--- config.mk ---
export PLATFORM = sky130hd
export DESIGN_NAME = trap_dispatch_ctl
export DESIGN_NICKNAME = d
export VERILOG_FILES = /design/src/rtl/trap_pkg.sv /design/src/rtl/trap_vector_lut.sv /design/src/rtl/trap_restart_sel.sv /design/src/rtl/trap_return_unit.sv /design/src/rtl/trap_dispatch_ctl.sv
export SDC_FILE = /design/constraint.sdc
export NUM_CORES = 1
export LEC_CHECK = 0
export CORE_UTILIZATION = 47
export CTS_BUF_LIST = sky130_fd_sc_hd__clkbuf_16
export DETAILED_ROUTE_END_ITERATION = 10
export PLACE_DENSITY_LB_ADDON = 0.08
export SYNTH_ARGS = -nofsm -noshare
export SYNTH_HDL_FRONTEND = slang
export SYNTH_SLANG_ARGS = --single-unit
--- constraint.sdc ---
create_clock -name clk -period 5.8 [get_ports clk]
set_input_delay 0.87 -clock clk [delete_from_list [all_inputs] [get_ports clk]]
set_output_delay 0.87 -clock clk [all_outputs]
set_load 0.02 [all_outputs]
--- src/rtl/trap_pkg.sv ---
// Package: shared cause encoding and the vector-offset function
// for the trap dispatch controller. Assumes offsets fit in 14 bits.
package trap_pkg;

    localparam int CODE_W = 5;
    localparam int OFF_W  = 14;

    typedef enum logic [CODE_W-1:0] {
        TC_NONE    = 5'd0,
        TC_RESET   = 5'd1,
        TC_MCHK    = 5'd2,
        TC_ARITH   = 5'd3,
        TC_INTR    = 5'd4,
        TC_NDTB    = 5'd5,
        TC_PDTB    = 5'd6,
        TC_ALIGN   = 5'd7,
        TC_DFAULT  = 5'd8,
        TC_DACV    = 5'd9,
        TC_IMISS   = 5'd10,
        TC_IFAULT  = 5'd11,
        TC_IACV    = 5'd12,
        TC_UNIMP   = 5'd13,
        TC_FPDIS   = 5'd14,
        TC_PRVCALL = 5'd15,
        TC_INTOVF  = 5'd16
    } trap_code_e;

    localparam logic [CODE_W-1:0] LAST_CODE = 5'd16;

    // Map a cause code to its vector offset; out-of-range codes give 0.
    function automatic logic [OFF_W-1:0] vec_offset(input logic [CODE_W-1:0] c);
        case (c)
            TC_RESET:            vec_offset = 14'h0001;
            TC_MCHK:             vec_offset = 14'h0401;
            TC_ARITH, TC_INTOVF: vec_offset = 14'h0501;
            TC_INTR:             vec_offset = 14'h0101;
            TC_NDTB:             vec_offset = 14'h0201;
            TC_PDTB:             vec_offset = 14'h0281;
            TC_ALIGN:            vec_offset = 14'h0301;
            TC_DFAULT, TC_DACV:  vec_offset = 14'h0381;
            TC_IMISS, TC_IFAULT: vec_offset = 14'h0181;
            TC_IACV:             vec_offset = 14'h0081;
            TC_UNIMP:            vec_offset = 14'h0481;
            TC_FPDIS:            vec_offset = 14'h0581;
            TC_PRVCALL:          vec_offset = 14'h2001;
            default:             vec_offset = '0;
        endcase
    endfunction

endpackage

--- src/rtl/trap_vector_lut.sv ---
// Module: trap_vector_lut
// Turns a cause code into a redirect target (base + offset) and the next
// sequential address. Purely combinational. Assumes the base already
// holds the desired alignment; carries propagate across the full width.
module trap_vector_lut
    import trap_pkg::*;
#(
    parameter int AW = 64
) (
    input  logic [CODE_W-1:0] code,
    input  logic [AW-1:0]     base,
    output logic              code_ok,
    output logic [AW-1:0]     tgt_pc,
    output logic [AW-1:0]     tgt_npc
);
    localparam int INSN_BYTES = 4;

    logic [OFF_W-1:0] off;

    // Range check: codes 1..LAST_CODE are real causes.
    always_comb code_ok = (code != TC_NONE) && (code <= LAST_CODE);

    // Offset lookup and target arithmetic.
    always_comb begin
        off     = vec_offset(code);
        tgt_pc  = base + AW'(off);
        tgt_npc = base + AW'(off) + AW'(INSN_BYTES);
    end
endmodule

--- src/rtl/trap_restart_sel.sv ---
// Module: trap_restart_sel
// Decides whether and what to store as the restart address for a taken
// fault, and whether the shadow bank must be entered. Combinational.
// Assumes privileged mode is cur_pc[0].
module trap_restart_sel
    import trap_pkg::*;
#(
    parameter int AW = 64
) (
    input  logic [CODE_W-1:0] code,
    input  logic [AW-1:0]     cur_pc,
    output logic              save_en,
    output logic [AW-1:0]     save_addr,
    output logic              enter_req
);
    localparam int INSN_BYTES = 4;

    logic in_priv;
    logic skip_insn;

    // Mode decode from the PC tag bit.
    always_comb in_priv = cur_pc[0];

    // Traps that resume after the faulting instruction.
    always_comb skip_insn = (code == TC_ARITH) || (code == TC_PRVCALL);

    // Save rule: interrupts taken in privileged mode keep the old address.
    always_comb begin
        save_en   = !((code == TC_INTR) && in_priv);
        save_addr = skip_insn ? (cur_pc + AW'(INSN_BYTES)) : cur_pc;
        enter_req = !in_priv;
    end
endmodule

--- src/rtl/trap_return_unit.sv ---
// Module: trap_return_unit
// Resolves the privileged return: legal only in privileged mode, jumps to
// the stored exception address and leaves shadow mode if its bit 0 is 0.
module trap_return_unit #(
    parameter int AW = 64
) (
    input  logic          ret_req,
    input  logic          in_priv,
    input  logic [AW-1:0] exc_addr,
    output logic          ret_take,
    output logic          ret_bad,
    output logic [AW-1:0] ret_pc,
    output logic [AW-1:0] ret_npc,
    output logic          exit_req
);
    localparam int INSN_BYTES = 4;

    // Legality split and target computation.
    always_comb begin
        ret_take = ret_req && in_priv;
        ret_bad  = ret_req && !in_priv;
        ret_pc   = exc_addr;
        ret_npc  = exc_addr + AW'(INSN_BYTES);
        exit_req = ret_take && !exc_addr[0];
    end
endmodule

--- src/rtl/trap_dispatch_ctl.sv ---
// Module: trap_dispatch_ctl (top)
// Arbitrates fault versus return (fault wins), and registers the redirect,
// restart-address write and shadow requests one cycle after sampling.
// Assumes pal_base is stable while rst_n is low; reset itself presents
// the reset vector dispatch on the outputs.
module trap_dispatch_ctl
    import trap_pkg::*;
#(
    parameter int AW = 64
) (
    input  logic              clk,
    input  logic              rst_n,
    input  logic [AW-1:0]     cur_pc,
    input  logic              fault_vld,
    input  logic [CODE_W-1:0] fault_code,
    input  logic              ret_vld,
    input  logic [AW-1:0]     pal_base,
    input  logic [AW-1:0]     exc_addr_in,
    output logic              redirect_vld,
    output logic [AW-1:0]     new_pc,
    output logic [AW-1:0]     next_pc,
    output logic              exc_wr_en,
    output logic [AW-1:0]     exc_wr_data,
    output logic              shadow_enter,
    output logic              shadow_exit,
    output logic              illegal_op
);
    localparam logic [AW-1:0] RST_OFF = AW'(vec_offset(TC_RESET));

    logic          code_ok;
    logic [AW-1:0] vec_pc, vec_npc;
    logic          save_en, enter_req;
    logic [AW-1:0] save_addr;
    logic          ret_take, ret_bad, exit_req;
    logic [AW-1:0] ret_pc, ret_npc;
    logic          take_fault, take_ret, bad_ret;

    trap_vector_lut #(.AW(AW)) u_vec (
        .code    (fault_code),
        .base    (pal_base),
        .code_ok (code_ok),
        .tgt_pc  (vec_pc),
        .tgt_npc (vec_npc)
    );

    trap_restart_sel #(.AW(AW)) u_rst_sel (
        .code      (fault_code),
        .cur_pc    (cur_pc),
        .save_en   (save_en),
        .save_addr (save_addr),
        .enter_req (enter_req)
    );

    trap_return_unit #(.AW(AW)) u_ret (
        .ret_req  (ret_vld),
        .in_priv  (cur_pc[0]),
        .exc_addr (exc_addr_in),
        .ret_take (ret_take),
        .ret_bad  (ret_bad),
        .ret_pc   (ret_pc),
        .ret_npc  (ret_npc),
        .exit_req (exit_req)
    );

    // Priority: a valid fault masks any concurrent return.
    always_comb begin
        take_fault = fault_vld && code_ok;
        take_ret   = !take_fault && ret_take;
        bad_ret    = !take_fault && ret_bad;
    end

    // Output register: reset vector during reset, else the selected action.
    always_ff @(posedge clk) begin
        if (!rst_n) begin
            redirect_vld <= 1'b1;
            new_pc       <= pal_base + RST_OFF;
            next_pc      <= pal_base + RST_OFF + AW'(4);
            exc_wr_en    <= 1'b0;
            exc_wr_data  <= '0;
            shadow_enter <= 1'b1;
            shadow_exit  <= 1'b0;
            illegal_op   <= 1'b0;
        end else begin
            redirect_vld <= take_fault || take_ret;
            new_pc       <= take_fault ? vec_pc  : ret_pc;
            next_pc      <= take_fault ? vec_npc : ret_npc;
            exc_wr_en    <= take_fault && save_en;
            exc_wr_data  <= save_addr;
            shadow_enter <= take_fault && enter_req;
            shadow_exit  <= take_ret && exit_req;
            illegal_op   <= bad_ret;
        end
    end

    AST_NEXT_STEP: assert property (@(posedge clk) disable iff (!rst_n)
        redirect_vld |-> next_pc == new_pc + AW'(4));
    AST_SHADOW_EXCL: assert property (@(posedge clk) disable iff (!rst_n)
        !(shadow_enter && shadow_exit));
    AST_ILLEGAL_QUIET: assert property (@(posedge clk) disable iff (!rst_n)
        illegal_op |-> !redirect_vld && !exc_wr_en && !shadow_enter);
    AST_PRIV_INTR_KEEP: assert property (@(posedge clk) disable iff (!rst_n)
        (fault_vld && fault_code == TC_INTR && cur_pc[0]) |=> !exc_wr_en);
    AST_FAULT_WINS: assert property (@(posedge clk) disable iff (!rst_n)
        (fault_vld && fault_code != TC_NONE && fault_code <= LAST_CODE)
        |=> redirect_vld && !illegal_op && !shadow_exit);
    AST_BAD_CODE_IDLE: assert property (@(posedge clk) disable iff (!rst_n)
        (fault_vld && (fault_code == TC_NONE || fault_code > LAST_CODE) && !ret_vld)
        |=> !redirect_vld && !exc_wr_en && !shadow_enter);
    AST_IDLE_QUIET: assert property (@(posedge clk) disable iff (!rst_n)
        (!fault_vld && !ret_vld) |=> !redirect_vld && !exc_wr_en && !illegal_op);
endmodule

==> run_results.csv <==
group,metric,value,unit
cts,tritoncts,"built",
logic_synthesis,synthesis.instances,1454,
global_route,number_of_global_route_vias_before_repair,12600,
cells_and_area,layout.core_utilization,69.6,%
logic_synthesis,unique_masters_post_synth,90,
cts,clock-root-buffer,"clkbuf_16",
detailed_routing,detailroute.via_count,13100,
sta,final.setup.tns,0,ns
power_and_ir_drop,ir_drop,0.160,mV
worst_setup_path,cp-end-kind,"flop",
sta,fraction_of_the_cycle_the_final_worst_path_needs,94.8,%
worst_setup_path,path_delay_family,"compound AO/OA/AOI/OAI gates",
sta,drv_slew,0,
global_route,groute.usage.overall,36.4,%
cts,clock_sink_count,195,
logic_synthesis,synth_edf_count,0,
cells_and_area,multi_input_comb_area,7320,sq um
detailed_routing,route.antenna.remaining_nets,0,
cts,ctsHoldBuffers,0,
global_route,globalRoute.totalOverflow,0,
cts,htreeDepth,4,
logic_synthesis,yosysSeqAreaShare,33.3,%
detailed_routing,route.detailed.wl_per_inst,21.5,microns
cells_and_area,seqCellArea,3900,sq um
logic_synthesis,register_bit_total_from_synthesis,195,
sta,fmax,182,MHz
die,die-width,160,microns
sta,period_needed,5.50,ns
cts,clock_path_buffers,2,
worst_setup_path,crit_chain,"clkdlybuf4s50_1 > inv_1 > ha_1 > a21oi_1 > o22ai_1 > o21ai_0 > ha_1 > buf_4 > a21oi_1 > o21ai_0 > nor2_1 > o32ai_1 > o32ai_1 > o22ai_1 > and4b_1 > nand4_4 > buf_4 > nor4_2 > xnor2_1",
job,drv_cap,0,
placement,detailedPlacementHpwl,36.7,mm
cts,cts_resized,0,
sta,hold_slack,0.879,ns
die,die_area,25600,sq um
detailed_routing,route.detailed.vias_per_inst,5.95,
die,i_o_pin_cnt,398,
placement,numPortBuffers,397,
logic_synthesis,yosys_warnings,0,
worst_setup_path,cpMaxStageDelayCell,"clkdlybuf4s50_1",
min_path,whs_path_depth,2,
detailed_routing,routed_wl,47.3,mm
global_route,grt_first_pass_wirelength,71.9,mm
global_route,grt_antenna_before_repair,2,
sta,max_slew_margin,49.4,%
cts,clk_transition_reported_paths,0.08,ns
detailed_routing,drt_drc_violations_left,0,
min_path,hold_class,"input port to flop",
logic_synthesis,postSynthNetCount,1668,
die,core_area,24400,sq um
cts,cts_setup_buffers,0,
detailed_routing,detailedRoute.firstIterationViolations,1283,
die,initial_utilization,48.0,%
sta,timing_worst_slew_pin_value,0.752,ns
logic_synthesis,post_synthesis_instance_area,11700,sq um
run_status,status,"finished, final reports clean",
worst_setup_path,worst-setup-path-type,"input port to flop",
min_path,holdCritStartpoint,"rst_n",
placement,routabilityCongestion,1.02,
power_and_ir_drop,p_per_area,223,nW/um^2
power_and_ir_drop,static-leakage-power,6.16,nW
sta,report.final.setup_viol,0,
worst_setup_path,cp.required,6.11,ns
worst_setup_path,cp-start-kind,"input port",
worst_setup_path,critPathArrivalTime,5.81,ns
cells_and_area,drive_gt1_share,9.16,%
worst_setup_path,cp_max_fo,13,
die,floorplan.rows,57,
sta,finalHoldViolCount,0,
logic_synthesis,dominantRegCellSynth,"dfxtp_1",
cells_and_area,nNetsFinal,2078,
detailed_routing,firstDrtPassIters,6,
cells_and_area,syn2layout_area_growth,44.9,%
global_route,grt_start_max_net_pins,68,
logic_synthesis,asyncSetResetFlopFracSynth,0,%
cts,numCtsBuffers,17,
min_path,hold_end,"shadow_enter",
logic_synthesis,synth_area_per_cell,8.06,sq um
cells_and_area,n_fill_cell,2023,
worst_setup_path,cp_slowest_stage_delay,0.53,ns
worst_setup_path,critical_path.n_buffers_inverters,4,
die,die_h,160,microns
sta,unrepaired_setup_endpoints_after_global_routing,"false",
how the worst max path moves through the flow:
stage	startpoint	to	slack (ns)	cells past startpoint
2_1_floorplan	fault_code[0]	next_pc[46]	0.82	16
4_1_cts	fault_code[1]	next_pc[60]	0.45	20
5_1_grt	fault_code[1]	next_pc[57]	0.02	19
3_3_place_gp	fault_code[1]	next_pc[57]	0.09	18
3_5_place_dp	fault_code[1]	next_pc[60]	0.01	20
6_report	fault_code[1]	next_pc[60]	0.30	19
layout by cell type, fill, tap and decap left out, types with 12 or more instances in the layout:
master	count
mux2i_1	13
buf_4	79
clkbuf_16	17
nor2b_1	12
o22ai_1	13
o21ai_0	40
or3_1	18
nor4_1	35
xnor2_1	83
nand3_1	94
nor3_1	54
inv_1	39
nand2_1	137
ha_1	13
or4_1	15
and2_1	16
nor2_1	140
nand4_1	56
xor2_1	91
and3_1	38
a21oi_1	48
and4_1	17
clkdlybuf4s50_1	396
dfxtp_1	195
o211ai_1	14
where the power goes:
group | leakage (nW) | total [mW] | switching [mW] | internal [mW]
combinational | 4.23 | 1.06 | 0.571 | 0.487
clock | 0.293 | 1.23 | 0.643 | 0.589
sequential | 1.64 | 1.49 | 0.0334 | 1.46
per-layer routing:
layer,vias up,global-route usage (%),routed length [microns]
met5,-,0,0
met3,120,7.35,4560
li1,6092,-,-
met1,6103,44.7,18300
met4,0,15.5,1730
met2,785,61.6,22700
final cells by class:
| cell class | count | area share [%] |
|---|---|---|
| multi-input cells | 1132 | 43.1 |
| diodes | 2 | 0.0295 |
| clock buffers | 17 | 2.51 |
| inverters | 41 | 0.906 |
| well taps | 324 | 2.39 |
| repair buffers | 477 | 27.0 |
| flip-flops and latches | 195 | 23.0 |
| clock inverters | 15 | 1.07 |
registers in the layout (all words and copies together), names as in the netlist:
signal,cells
exc_wr_data,64
exc_wr_en,1
illegal_op,1
new_pc,62
next_pc,64
redirect_vld,1
shadow_enter,1
shadow_exit,1
metrics by stage:
step	total power, mW	setup WS (ns)	cell area [sq um]	std cells
floorplan	2.00	0.816	11700	1454
global placement	2.55	0.0916	16400	2169
detailed placement	2.56	0.0123	16400	2169
CTS	3.78	0.448	17000	2201
global route	3.92	0.0243	17000	2203
finish	3.78	0.304	17000	2203
cells by family (layout without fill, tap and decap cells):
family          count (synthesis)  after routing  synth area share [%]
fa+ha+maj                      13             13                  1.39
simple gates                  690            690                  31.9
xor+xnor                      174            174                  13.0
compound gates                234            234                  14.1
flops                         195            195                  33.3
mux                            21             21                  1.86
other cells                     0              2                     0
buf+inv                       127            550                  4.40
cells in the mapped netlist, types with 5 or more instances:
cell | count | area [sq um]
nand4_1 | 56 | 350
or4_1 | 15 | 113
nor3b_1 | 7 | 52.6
nor3_1 | 54 | 270
nor4_1 | 36 | 225
and4_1 | 17 | 149
nor2_1 | 140 | 526
nor4_2 | 10 | 125
a21oi_1 | 48 | 240
clkbuf_1 | 53 | 199
o22ai_1 | 13 | 81.3
ha_1 | 13 | 163
nand3_1 | 94 | 470
buf_4 | 5 | 37.5
o221ai_1 | 9 | 78.8
a221oi_1 | 7 | 61.3
o21a_1 | 7 | 52.6
and2_1 | 16 | 100
dfxtp_1 | 195 | 3900
inv_1 | 40 | 150
and3_1 | 38 | 238
nand2_1 | 137 | 514
xnor2_1 | 83 | 727
or3_1 | 18 | 113
buf_1 | 12 | 45.0
or2_2 | 9 | 56.3
mux2i_1 | 15 | 150
xor2_1 | 91 | 797
o21ai_0 | 40 | 200
a211oi_1 | 5 | 37.5
mux2_2 | 6 | 67.6
a31oi_1 | 11 | 68.8
nor2b_1 | 12 | 75.1
buf_2 | 16 | 80.1
o211ai_1 | 14 | 105
a22oi_1 | 8 | 60.1
(Power assumes the default switching activity.)
